File: src/rtl/phase_acc_pkg.sv
package phase_acc_pkg;

    localparam int SLICE_BITS = 2;

    typedef logic [SLICE_BITS-1:0] dibit_t;

    typedef enum logic [1:0] {
        ST_FILL   = 2'd0,
        ST_LIVE   = 2'd1,
        ST_SETTLE = 2'd2
    } fill_state_e;

endpackage

File: src/rtl/pacc_slice.sv
module pacc_slice
    import phase_acc_pkg::*;
(
    input  logic   clk,
    input  logic   rst,
    input  logic   act_i,
    input  dibit_t inc_i,
    input  logic   cin_i,
    output dibit_t sum_o,
    output logic   cout_o,
    output logic   act_o
);

    dibit_t     sum_q;
    logic       cy_q;
    logic       act_q;
    logic [2:0] total;

    // full 2-bit add of increment, held sum and incoming carry
    always_comb begin
        total = {1'b0, sum_q} + {1'b0, inc_i} + {2'b00, cin_i};
    end

    always_ff @(posedge clk) begin
        if (rst) begin
            sum_q <= '0;
            cy_q  <= 1'b0;
            act_q <= 1'b0;
        end else begin
            act_q <= act_i;
            if (act_i) begin
                sum_q <= total[1:0];
                cy_q  <= total[2];
            end else begin
                cy_q  <= 1'b0;
            end
        end
    end

    assign sum_o  = sum_q;
    assign cout_o = cy_q;
    assign act_o  = act_q;

    // a slice not yet reached by the token keeps its cleared state
    assert_idle_zero_R1: assert property (@(posedge clk) disable iff (rst)
        !act_i |=> (sum_q == 2'b00 && !cy_q));

    // once active, a slice stays active until reset
    assert_act_sticky_R2: assert property (@(posedge clk) disable iff (rst)
        act_q |=> act_q);

endmodule

File: src/rtl/pacc_align.sv
module pacc_align
    import phase_acc_pkg::*;
#(
    parameter int DEPTH = 1
) (
    input  logic   clk,
    input  logic   rst,
    input  dibit_t d_i,
    output dibit_t q_o
);

    dibit_t stage [DEPTH];

    always_ff @(posedge clk) begin
        if (rst) begin
            for (int i = 0; i < DEPTH; i++) begin
                stage[i] <= '0;
            end
        end else begin
            stage[0] <= d_i;
            for (int i = 1; i < DEPTH; i++) begin
                stage[i] <= stage[i-1];
            end
        end
    end

    assign q_o = stage[DEPTH-1];

endmodule

File: src/rtl/pacc_ctrl.sv
module pacc_ctrl
    import phase_acc_pkg::*;
#(
    parameter int W = 8,
    parameter int N = W / 2
) (
    input  logic         clk,
    input  logic         rst,
    input  logic [W-1:0] inc_i,
    input  logic         primed_i,
    output logic         valid_o
);

    localparam int CW = $clog2(N + 1);
    localparam logic [CW-1:0] SETTLE_LAST = (N >= 2) ? CW'(N - 2) : '0;

    fill_state_e   state_q, state_d;
    logic [CW-1:0] cnt_q;
    logic [W-1:0]  inc_q;
    logic          inc_moved;

    // reference copy tracks the input every edge, reset included
    always_ff @(posedge clk) begin
        inc_q <= inc_i;
    end

    assign inc_moved = (inc_i != inc_q);

    // state register
    always_ff @(posedge clk) begin
        if (rst) begin
            state_q <= ST_FILL;
            cnt_q   <= '0;
        end else begin
            state_q <= state_d;
            if (inc_moved) begin
                cnt_q <= '0;
            end else if (state_q == ST_SETTLE) begin
                cnt_q <= cnt_q + 1'b1;
            end else begin
                cnt_q <= '0;
            end
        end
    end

    // next-state decision
    always_comb begin
        state_d = state_q;
        unique case (state_q)
            ST_FILL: begin
                if (inc_moved)     state_d = ST_SETTLE;
                else if (primed_i) state_d = ST_LIVE;
            end
            ST_LIVE: begin
                if (inc_moved)     state_d = ST_SETTLE;
            end
            ST_SETTLE: begin
                if (inc_moved)                 state_d = ST_SETTLE;
                else if (cnt_q == SETTLE_LAST) state_d = ST_LIVE;
            end
            default: state_d = ST_FILL;
        endcase
    end

    // outputs
    always_comb begin
        valid_o = (state_q == ST_LIVE);
    end

    assert_move_drops_R5: assert property (@(posedge clk) disable iff (rst)
        inc_moved |=> !valid_o);

    assert_live_hold_R2: assert property (@(posedge clk) disable iff (rst)
        (state_q == ST_LIVE && !inc_moved) |=> valid_o);

    assert_settle_bound_R5: assert property (@(posedge clk) disable iff (rst)
        (state_q == ST_SETTLE) |-> (cnt_q <= SETTLE_LAST));

endmodule

File: src/rtl/phase_acc_pipe.sv
module phase_acc_pipe
    import phase_acc_pkg::*;
#(
    parameter int W = 8
) (
    input  logic         clk,
    input  logic         rst,
    input  logic [W-1:0] inc_i,
    output logic [W-1:0] acc_o,
    output logic         valid_o
);

    localparam int N = W / SLICE_BITS;

    logic [N-1:0] act_in;
    logic [N-1:0] act_out;
    logic [N-1:0] cy_in;
    logic [N-1:0] cy_out;
    dibit_t       raw     [N];
    dibit_t       aligned [N];
    logic         tail_act;
    logic         spill_cy;

    for (genvar k = 0; k < N; k++) begin : g_slice
        if (k == 0) begin : g_base
            assign act_in[k] = 1'b1;
            assign cy_in[k]  = 1'b0;
        end else begin : g_link
            assign act_in[k] = act_out[k-1];
            assign cy_in[k]  = cy_out[k-1];
        end

        pacc_slice u_slice (
            .clk    (clk),
            .rst    (rst),
            .act_i  (act_in[k]),
            .inc_i  (inc_i[SLICE_BITS*k +: SLICE_BITS]),
            .cin_i  (cy_in[k]),
            .sum_o  (raw[k]),
            .cout_o (cy_out[k]),
            .act_o  (act_out[k])
        );

        if (k < N - 1) begin : g_delay
            pacc_align #(.DEPTH(N - 1 - k)) u_align (
                .clk (clk),
                .rst (rst),
                .d_i (raw[k]),
                .q_o (aligned[k])
            );
        end else begin : g_direct
            assign aligned[k] = raw[k];
        end

        assign acc_o[SLICE_BITS*k +: SLICE_BITS] = aligned[k];
    end

    assign tail_act = act_out[N-1];
    assign spill_cy = cy_out[N-1];

    pacc_ctrl #(.W(W), .N(N)) u_ctrl (
        .clk      (clk),
        .rst      (rst),
        .inc_i    (inc_i),
        .primed_i (act_in[N-1]),
        .valid_o  (valid_o)
    );

    assert_primed_R2: assert property (@(posedge clk) disable iff (rst)
        valid_o |-> tail_act);

    assert_step_R4: assert property (@(posedge clk) disable iff (rst)
        (valid_o && $past(valid_o)) |-> (acc_o == W'($past(acc_o) + $past(inc_i))));

    assert_wrap_R4: assert property (@(posedge clk) disable iff (rst)
        (valid_o && $past(valid_o)) |-> (spill_cy == (acc_o < $past(acc_o))));

endmodule

File: config.mk
export PLATFORM = sky130hd
export DESIGN_NAME = phase_acc_pipe
export DESIGN_NICKNAME = d
export VERILOG_FILES = /design/src/rtl/phase_acc_pkg.sv /design/src/rtl/pacc_slice.sv /design/src/rtl/pacc_align.sv /design/src/rtl/pacc_ctrl.sv /design/src/rtl/phase_acc_pipe.sv
export SDC_FILE = /design/constraint.sdc
export NUM_CORES = 1
export LEC_CHECK = 0
export ABC_CLOCK_PERIOD_IN_PS = 1750
export BUFFER_PORTS_ARGS = -buffer_cell sky130_fd_sc_hd__buf_2
export CORE_MARGIN = 5
export CORE_UTILIZATION = 54
export CTS_BUF_LIST = sky130_fd_sc_hd__clkbuf_8
export DETAILED_ROUTE_END_ITERATION = 8
export PLACE_DENSITY = 0.8
export RECOVER_POWER = 50
export SKIP_CTS_REPAIR_TIMING = 1
export SYNTH_ARGS = -nofsm -noshare
export SYNTH_HDL_FRONTEND = slang
export SYNTH_SLANG_ARGS = --single-unit
File: constraint.sdc
create_clock -name clk -period 1.75 [get_ports clk]
set_input_delay 0.4375 -clock clk [delete_from_list [all_inputs] [get_ports clk]]
set_output_delay 0.4375 -clock clk [all_outputs]
set_load 0.01 [all_outputs]
==> metrics.md, run 1 <==
| Metric | Value |
|---|---|
| Post-synthesis mux area share | `0%` |
| Clock network power share | `34.1%` |
| Arrival @ worst endpoint | `1.77 ns` |
| Post-DR vias/cell | `between 4 and 5` |
| Largest family of logic cells by synthesized area | `simple AND/OR/NAND/NOR gates` |
| Slew HR | `23.71%` |
| CTS tree | `done` |
| Final period util | `90.24%` |
| Layout cell share with drive strength beyond 1 | `13.82%` |
| Worst VDD drop | `around 0.7 mV` |
| Max Transition Viols Final | `0` |
| Highest Clock Rate | `0.6332 GHz` |
| Crit path capture type | `flip-flop` |
| Worst Path Class, Setup | `reg -> reg` |
| Final setup vio count | `0` |
| Post-route DRC | `0` |
| Dpl ws | `-0.07920 ns` |
| Hold_sp | `inc_i[0]` |
| RSZ-0062 raised after global routing | `false` |
| Syn_area_per_cell | `roughly 11 um^2` |
| Post-layout min period | `between 1.5 and 2 ns` |
| Core Box Area | `2500 um^2` |
| Register area share after synthesis | `approximately 55%` |
| Congestion Overflow GR | `0` |
| GR Layer Usage met3 | `between 7 and 8%` |
| Starting DRC count in detailed routing | `34` |
| WL final | `2233 um` |
| Final GP Congestion | `about 0.75` |
| #FFs+latches synth | `39` |
| Initial antenna violation count | `0` |
| Least-Margin Pin Slew | `around 1.1 ns` |
| Internal | `approximately 1.3 mW` |
| Post-route ant nets | `0` |
| Clk pin slew, worst setup/hold paths | `0.07 ns` |
| Die W | `between 60 and 70 um` |
| Most numerous cell in the Yosys netlist | `dfxtp_1` |
| Post-synth top area share | `approximately 55%` |
| Distinct cell type count after synthesis | `25` |
| Gr usage total | `about 15%` |
| Mapped Area | `approximately 1400 um^2` |
| Setup TNS | `0 ns` |
| Area of the multi-input gates | `approximately 530 um^2` |
| Switching share of total power | `about 24%` |
| Num ports | `19` |
| Pwr dens | `1052 nW/um^2` |
| Met1 usage | `between 15 and 20%` |
| Fin. Hold Viols | `0` |
| Hold/Removal Path Class | `in -> reg` |
| Clock Sinks | `39` |
| Clk root buf | `clkbuf_8` |
| Inserted Diodes | `0` |
| Synth area leaders | `dfxtp_1 (55%), fa_1 (8.4%), nor2b_1 (5.7%)` |
| Crit Path Max Fanout | `2` |
| Largest net degree at the start of global routing | `28` |
| Sequential power share | `about 57%` |
| CTS buffer count | `5` |
| Setup slack after layout | `around 0.17 ns` |
| Met2 GRT Util | `around a quarter` |
| XOR/XNOR Fraction of Synth Area | `approximately 6.7%` |
| Clk_lat worst skew | `between 0.2 and 0.3 ns` |
| P_leak | `roughly 0.65 nW` |
| Worst-case reg-to-reg path depth | `4` |
| Vias in the first global route | `slightly below 900` |
| Simple-gate share of the synthesized area | `around an eighth` |
| Worst r2r dst | `g_slice[2].u_slice.sum_o[1]` |
| Syn Inst Count | `roughly 130` |
| Number of buffers added on ports | `18` |
| Worst R2R Start | `g_slice[2].u_slice.sum_o[0]` |
| Reg-to-reg slack, setup | `0.17 ns` |
| Sw Pwr | `slightly above 0.4 mW` |
| Die area | `~3800 um^2` |
| Post-Synth Adder-Cell Area | `11.03%` |
| Post-synthesis compound-gate area fraction | `6.392%` |
| Fin Hold WS | `roughly 0.32 ns` |
| Primary FF master, synth | `dfxtp_1` |
| Routed via count | `a little under 900` |
| Most frequent cells after synthesis | `dfxtp_1 (39), inv_1 (20), nor2_1 (13), nor2b_1 (13), xnor2_1 (8)` |
| First-pass GRT wire length | `3946 um` |
| Fillers | `roughly 210` |
| Fin Clk Skew | `0.004081 ns` |
| DIE HEIGHT | `about 60 um` |
| Synth async-reset ratio | `0%` |
| Maxcap violations | `0` |
| Register area | `between 700 and 800 um^2` |
| DP Wirelength | `~1600 um` |
| Status | `finished clean` |
| WL per Instance | `around 12 um` |
| Comb pwr share | `between 8 and 9%` |
| Syn Nets | `150` |
| NumNets Final | `170` |
| First-pass DRT Iterations | `4` |
| H-tree depth | `2` |
| Post-DP Area | `roughly 1500 um^2` |
| Warnings, synthesis | `0` |
| Post-route cell area | `~1600 um^2` |
| CP startpoint kind | `flip-flop` |
| Clock buffer depth | `2` |
| Hold depth | `1` |
| FP Rows | `18` |
| CP required | `slightly below 2 ns` |
| Leading area contributor after synthesis | `dfxtp_1` |
| Global routing's busiest layer | `met2` |
| Post-synth EDFFs | `0` |
| Initial core utilization | `57.16%` |
| Layout area overhead | `11.82%` |
| Worst Hold Endpoint | `u_ctrl.inc_q[0]` |
layout by cell type (no fill, tap or decap), types with 2 or more instances in the layout:
cell,synthesis,routed
nor4_1,3,3
ha_1,3,3
nor2_1,13,13
a21oi_1,2,2
xnor2_1,8,8
inv_1,20,21
dfxtp_1,39,39
fa_1,6,6
clkbuf_8,0,5
clkbuf_1,0,9
nor2b_1,13,13
buf_2,0,11
a211oi_1,5,5
critical path: stages (launching register included):
cell and delay, ns:
dfxtp_1 0.34, inv_1 0.06, fa_1 0.38, fa_1 0.45
a211oi_1 0.25
sequential cells by signal (all words and copies together) (netlist names):
register	flops
u_ctrl.cnt_q	3
g_slice.u_slice.cout_o	3
g_slice.u_slice.sum_o	8
u_ctrl.inc_q	8
u_ctrl.state_q	2
g_slice.u_slice.act_o	3
g_slice.g_delay.u_align.stage	12
cells by family (layout without fill, tap and decap cells):
group                    after synthesis  in the layout
flip-flops                            39             39
AND/OR/NAND/NOR                       34             34
buffers and inverters                 27             48
AO/OA/AOI/OAI                         12             12
XOR/XNOR                              10             10
adder cells (fa/ha/maj)                9              9
area by class of cell:
cell class,instances,share of cell area [%]
inverters,20,4.699
clock buffers,5,4.307
repair buffers,20,5.560
multi-input cells,65,33.20
clock inverters,3,1.018
well taps,30,2.349
flip-flops and latches,39,48.86
worst max-delay path by stage:
stage	to	slack, ns	depth (start not counted)	from
after floorplan	g_slice[1].u_slice.sum_o[1]	0.14	4	inc_i[2]
after global placement	g_slice[2].u_slice.sum_o[1]	0.03	5	inc_i[4]
after detailed placement	g_slice[1].u_slice.sum_o[1]	-0.08	5	inc_i[2]
after CTS	g_slice[2].u_slice.sum_o[1]	0.17	4	g_slice[2].u_slice.sum_o[0]
after global routing	g_slice[1].u_slice.sum_o[1]	0.06	4	g_slice[1].u_slice.sum_o[0]
final	g_slice[2].u_slice.sum_o[1]	0.17	4	g_slice[2].u_slice.sum_o[0]
per-stage QoR:
step / total power [mW] / std cells / utilization, %
CTS: 1.706 / 182 / 64.56
detailed placement: 1.133 / 174 / 61.16
finish: 1.680 / 182 / 63.91
floorplan: 1.082 / 131 / -
global placement: 1.118 / 174 / 61.16
global route: 1.775 / 182 / 63.91
power groups by stage:
stage | clock, mW | combinational (mW) | sequential (mW)
after floorplan | 0 | 0.107 | 0.975
after global placement | 0 | 0.143 | 0.975
after detailed placement | 0 | 0.156 | 0.977
after CTS | 0.592 | 0.157 | 0.957
after global routing | 0.638 | 0.174 | 0.963
final | 0.573 | 0.150 | 0.958
routing by layer:
layer	part of all wire (%)	up-vias	routed length, um
li1	-	441	-
met5	0	-	0
met4	1.5	0	34
met1	42	409	932
met3	5.7	5	127
met2	51	20	1138
Note: power is estimated with default switching activity, not from simulation.
==> run 2: changes to the inputs <==
==> constraint.sdc (replaced) <==
create_clock -name clk -period 1.75 [get_ports clk]
set_input_delay 0.175 -clock clk [delete_from_list [all_inputs] [get_ports clk]]
set_output_delay 0.175 -clock clk [all_outputs]
set_load 0.01 [all_outputs]
==> metrics.md, run 2 (synthesis results as in run 1) <==
| Metric | Value |
|---|---|
| Clk_lat worst skew | `0.29 ns (about the same)` |
| First-pass GRT wire length | `3850 um (-2.4%)` |
| Clk pin slew, worst setup/hold paths | `0.07 ns (about the same)` |
| Final setup vio count | `0 (unchanged)` |
| Largest Register | `g_slice.g_delay.u_align.stage` |
| First-pass DRT Iterations | `4 (unchanged)` |
| Clock buffer depth | `2 (unchanged)` |
| Worst Path Class, Setup | `reg -> reg` |
| CP most frequent cell | `fa_1` |
| Routed via count | `860 (-1.7%)` |
| Final period util | `90.16% (about the same)` |
| Finished Core Util | `64.36% (+0.45 points)` |
| Vias in the first global route | `884 (-0.79%)` |
| Die W | `61.44 um (unchanged)` |
| Slowest stage delay, CP | `0.43 ns (-0.02 ns)` |
| Highest Clock Rate | `0.6338 GHz (about the same)` |
| Max Transition Viols Final | `0 (unchanged)` |
| DP Wirelength | `1539 um (-6.2%)` |
| Die area | `3775 um^2 (unchanged)` |
| Crit path capture type | `flip-flop` |
| Pwr dens | `1126 nW/um^2 (+7.1%)` |
| Status | `finished clean` |
| CTS buffer count | `5 (unchanged)` |
| Starting DRC count in detailed routing | `34 (unchanged)` |
| Number of buffers added on ports | `18 (unchanged)` |
| FP Rows | `18 (unchanged)` |
| Final GP Congestion | `0.7075 (-5.7%)` |
| Commonest non-fill, non-tap cell in the layout | `dfxtp_1` |
| Post-route DRC | `0 (unchanged)` |
| Clock Sinks | `39 (unchanged)` |
| Layout area overhead | `12.61%` |
| WL per Instance | `12.11 um (-1.3%)` |
| Initial core utilization | `57.16% (unchanged)` |
| Most frequent cells in the layout | `dfxtp_1 (39), inv_1 (20), nor2b_1 (13), nor2_1 (13)` |
| CTS tree | `done` |
| Inserted Diodes | `0 (unchanged)` |
| DIE HEIGHT | `61.44 um (unchanged)` |
| Post-layout min period | `1.578 ns (-0.001307 ns)` |
| P_leak | `0.6501 nW (-0.45%)` |
| H-tree depth | `2 (unchanged)` |
| Largest net degree at the start of global routing | `28 (unchanged)` |
| CP required | `1.93 ns (about the same)` |
| Flip-flop count of the largest register after layout | `12 (unchanged)` |
| Congestion Overflow GR | `0 (unchanged)` |
| CP startpoint kind | `flip-flop` |
| Post-route ant nets | `0 (unchanged)` |
| Core Box Area | `2500 um^2 (unchanged)` |
| Clk root buf | `clkbuf_8` |
| Crit Path Max Fanout | `1 (-1)` |
| Least-Margin Pin Slew | `1.197 ns (+0.05242 ns)` |
| Maxcap violations | `0 (unchanged)` |
| Fin. Hold Viols | `0 (unchanged)` |
| Gr usage total | `14.29% (-0.81 points)` |
| WL final | `2168 um (-2.9%)` |
| Num ports | `19 (unchanged)` |
| Slew HR | `20.21% (-3.5 points)` |
| Layout cell share with drive strength beyond 1 | `12.75% (-1.1 points)` |
| Worst VDD drop | `0.9931 mV (+38%)` |
| Slowest CP cell | `fa_1` |
| Arrival @ worst endpoint | `1.76 ns (about the same)` |
| NumNets Final | `168 (-1.2%)` |
| Hold/Removal Path Class | `in -> reg` |
| RSZ-0062 raised after global routing | `false` |
| Crit-path cells | `inv_1 > fa_1 > fa_1 > a211oi_1` |
| Setup TNS | `0 ns (unchanged)` |
| Initial antenna violation count | `0 (unchanged)` |
| Fin Clk Skew | `0.003640 ns (-0.0004406 ns)` |
| Post-DR vias/cell | `4.804 (about the same)` |
[run 2: cell types whose count changed in the layout (fill, tap and decap cells not counted), sizes merged]
cell,before,now
buf,11,9
inv,21,20
clkinv,1,0
bufinv,0,1
[run 2: area by class of cell]
type / instances / area (um^2)
clock inverter: 2 / 37.54
inverter: 20 / 75.07
tap: 30 / 37.54
fill: 209 / 890.9
timing repair buffer: 18 / 78.83
multi-input combinational: 65 / 530.5
sequential: 39 / 780.7
clock buffer: 5 / 68.82
[run 2: worst paths after layout]
| path | start | endpoint | slack [ns] | cells past startpoint |
|---|---|---|---|---|
| max reg2reg | g_slice[1].u_slice.cout_o | g_slice[2].u_slice.sum_o[1] | 0.17 | 4 |
| min reg2reg | g_slice[0].g_delay.u_align.stage[0][0] | g_slice[0].g_delay.u_align.stage[0][2] | 0.44 | 1 |
| max | g_slice[1].u_slice.cout_o | g_slice[2].u_slice.sum_o[1] | 0.17 | 4 |
| min | inc_i[4] | u_ctrl.inc_q[4] | 0.05 | 1 |
[run 2: worst max-delay path, delay by kind of cell (launching register included)]
| family | cells | cell delay (ns) |
|---|---|---|
| fa+ha+maj | 2 | 0.84 |
| flops | 1 | 0.32 |
| buf+inv | 1 | 0.05 |
| compound gates | 1 | 0.25 |
[run 2: routing by layer]
layer | routed length [um] | share of wire (%) | track usage [%]
met4 | 31 | 1.4 | 5.455
met3 | 132 | 6.1 | 6.499
met1 | 927 | 43 | 16.62
met5 | 0 | 0 | 0
met2 | 1076 | 50 | 23.11
[run 2: power by group]
part / total, mW / leakage [nW] / internal (mW) / switching [mW]
Combinational: 0.145 / 0.278 / 0.0639 / 0.0816
Sequential: 0.957 / 0.322 / 0.936 / 0.0213
Clock: 0.709 / 0.0502 / 0.416 / 0.293
[run 2: metrics by stage]
step | hold WS [ns] | power, mW | cell area [um^2] | std cells | worst slack (ns)
6_report | 0.04669 | 1.812 | 1609 | 179 | 0.1721
5_1_grt | 0.03797 | 1.914 | 1609 | 179 | 0.08021
4_1_cts | 0.007758 | 1.846 | 1620 | 179 | 0.1743
3_5_place_dp | 0.3190 | 1.126 | 1514 | 172 | 0.1549
3_3_place_gp | 0.3135 | 1.115 | 1514 | 172 | 0.2687
2_1_floorplan | 0.2027 | 1.082 | 1429 | 131 | 0.2800
==> run 3: changes to the inputs <==
- ABC_AREA: unset -> 1
==> metrics.md, run 3 <==
| Metric | Value |
|---|---|
| Status | `finished clean` |
| Clock buffer depth | `2 (unchanged)` |
| Distinct cell type count after synthesis | `17 (-32%)` |
| CP required | `1.97 ns (+0.04 ns)` |
| Sequential power share | `48.2% (-4.6 points)` |
| Num ports | `19 (unchanged)` |
| First-pass DRT Iterations | `4 (unchanged)` |
| WL per Instance | `8.800 um (-27%)` |
| Warnings, synthesis | `0 (unchanged)` |
| Synth area leaders | `dfxtp_1 (53%), inv_1 (9.9%), fa_1 (8.1%)` |
| Routed via count | `1012 (+18%)` |
| P_leak | `0.8254 nW (+27%)` |
| Most frequent cells in the layout | `inv_1 (41), dfxtp_1 (39), nand2_1 (32)` |
| Core Box Area | `2686 um^2 (+7.5%)` |
| Crit Path Max Fanout | `3 (+2)` |
| Crit path capture type | `flip-flop` |
| Fin Clk Skew | `0.003068 ns (-0.0005720 ns)` |
| WL final | `2024 um (-6.6%)` |
| Internal | `1.567 mW (+11%)` |
| Clock network power share | `44.2% (+5.1 points)` |
| Switching share of total power | `21.29% (-0.57 points)` |
| Register area share after synthesis | `52.88% (-1.8 points)` |
| Flip-flop count of the largest register after layout | `12 (unchanged)` |
| Crit-path cells | `dlygate4sd3_1 > buf_2 > inv_1 > fa_1 > fa_1 > a21oi_1` |
| Post-route ant nets | `0 (unchanged)` |
| FP Rows | `19 (+1)` |
| Layout cell share with drive strength beyond 1 | `12.06% (-0.69 points)` |
| Hold/Removal Path Class | `in -> reg` |
| Fin. Hold Viols | `0 (unchanged)` |
| Clk root buf | `clkbuf_8` |
| DIE HEIGHT | `62.29 um (+1.4%)` |
| CP most frequent cell | `fa_1` |
| Post-layout min period | `1.681 ns (+0.1030 ns)` |
| #FFs+latches synth | `39 (unchanged)` |
| Syn_area_per_cell | `8.294 um^2 (-24%)` |
| Clock Sinks | `39 (unchanged)` |
| CP startpoint kind | `primary input` |
| CP bufs+invs | `3 (+2)` |
| RSZ-0062 raised after global routing | `false` |
| Initial core utilization | `54.96% (-2.2 points)` |
| Primary FF master, synth | `dfxtp_1` |
| NumNets Final | `217 (+29%)` |
| Tot Pwr | `1.991 mW (+9.9%)` |
| CTS buffer count | `5 (unchanged)` |
| Final period util | `96.05% (+5.9 points)` |
| Worst VDD drop | `1.060 mV (+6.7%)` |
| Number of buffers added on ports | `18 (unchanged)` |
| Congestion Overflow GR | `0 (unchanged)` |
| CTS tree | `done` |
| Commonest non-fill, non-tap cell in the layout | `inv_1` |
| Arrival @ worst endpoint | `1.90 ns (+0.14 ns)` |
| DP Wirelength | `1492 um (-3.1%)` |
| Leading area contributor after synthesis | `dfxtp_1` |
| Clk_lat worst skew | `0.29 ns (about the same)` |
| Highest Clock Rate | `0.5949 GHz (-6.1%)` |
| Post-route DRC | `0 (unchanged)` |
| Largest net degree at the start of global routing | `18 (-36%)` |
| Final GP Congestion | `0.6917 (-2.2%)` |
| Inserted Diodes | `0 (unchanged)` |
| Cell family with most CP delay | `adder cells` |
| Largest Register | `g_slice.g_delay.u_align.stage` |
| Slew HR | `52.51% (+32 points)` |
| Max Transition Viols Final | `0 (unchanged)` |
| Slowest CP cell | `dlygate4sd3_1` |
| Maxcap violations | `0 (unchanged)` |
| Layout area overhead | `15.34%` |
| Initial antenna violation count | `0 (unchanged)` |
| Clk pin slew, worst setup/hold paths | `0.08 ns (about the same)` |
| Syn Inst Count | `178 (+36%)` |
| Least-Margin Pin Slew | `0.7123 ns (-0.4846 ns)` |
| Post-DR vias/cell | `4.400 (-8.4%)` |
| Starting DRC count in detailed routing | `17 (-50%)` |
| Post-synth top area share | `52.88% (-1.8 points)` |
| Slowest stage delay, CP | `0.52 ns (+0.09 ns)` |
| Syn Nets | `197 (+31%)` |
| Synth async-reset ratio | `0% (unchanged)` |
| Final setup vio count | `0 (unchanged)` |
| Die area | `3880 um^2 (+2.8%)` |
| Worst Path Class, Setup | `in -> reg` |
| Post-synth EDFFs | `0 (unchanged)` |
| Vias in the first global route | `928 (+5.0%)` |
| Mapped Area | `1476 um^2 (+3.3%)` |
| Comb pwr share | `7.6% (-0.4 points)` |
| Die W | `62.29 um (+1.4%)` |
| H-tree depth | `2 (unchanged)` |
| Pwr dens | `1169 nW/um^2 (+3.8%)` |
| Gr usage total | `12.06% (-2.2 points)` |
| First-pass GRT wire length | `3781 um (-1.8%)` |
| Sw Pwr | `0.4238 mW (+7.0%)` |
| Setup TNS | `0 ns (unchanged)` |
| Most frequent cells after synthesis | `dfxtp_1 (39), inv_1 (39), nand2_1 (32)` |
==> run 3: per-layer routing <==
layer	track usage [%]	wire, um
met1	14.24	930
met2	18.13	907
met3	4.865	129
met4	7.427	57
met5	0	0
==> run 3: logic make-up after synthesis <==
family / share of synthesized area, %
simple gates: 17.54
buf+inv: 13.81
flops: 52.88
compound gates: 4.491
fa+ha+maj: 10.68
xor+xnor: 0.5933
==> run 3: path summary, 6_finish.rpt <==
| kind | slack [ns] | depth (start not counted) | startpoint | endpoint |
|---|---|---|---|---|
| worst max register to register | 0.33 | 4 | g_slice[1].u_slice.cout_o | g_slice[2].u_slice.sum_o[1] |
| worst min-delay path | 0.03 | 1 | inc_i[5] | u_ctrl.inc_q[5] |
| worst max-delay path | 0.07 | 6 | inc_i[4] | g_slice[2].u_slice.sum_o[1] |
| worst min register to register | 0.40 | 2 | g_slice[0].g_delay.u_align.stage[0][3] | g_slice[0].g_delay.u_align.stage[0][5] |
==> run 3: worst reg2reg max path, stage by stage (launching register included) <==
cell     delay [ns]
dfxtp_1        0.31
inv_1          0.04
fa_1           0.40
fa_1           0.44
a21oi_1        0.17
==> run 3: power groups by stage <==
| stage | clock network (mW) | logic [mW] | registers (mW) |
|---|---|---|---|
| after floorplan | 0 | 0.114 | 0.978 |
| after global placement | 0 | 0.148 | 0.977 |
| after detailed placement | 0 | 0.155 | 0.979 |
| after CTS | 0.895 | 0.156 | 0.959 |
| after global routing | 0.942 | 0.181 | 0.965 |
| final | 0.880 | 0.152 | 0.959 |
==> run 3: area by class of cell <==
cell class	count	area [um^2]
Multi-Input combinational cell	89	491.7
Sequential cell	39	780.7
Fill cell	247	983.4
Clock buffer	5	68.82
Tap cell	31	38.79
Timing Repair Buffer	19	90.09
Inverter	44	165.2
Clock inverter	3	67.56
==> run 3: per-stage QoR <==
stage          hold slack [ns]  instance area [um^2]  setup WS, ns  util (%)  instances
2_1_floorplan           0.2027                  1476        0.3809         -        178
6_report               0.03216                  1703       0.06913     63.39        230
3_3_place_gp            0.3035                  1567        0.3299     58.31        221
3_5_place_dp            0.3078                  1567        0.3026     58.31        221
4_1_cts               0.003110                  1703        0.3271     63.39        229
5_1_grt                0.02994                  1703       0.05282     63.39        230
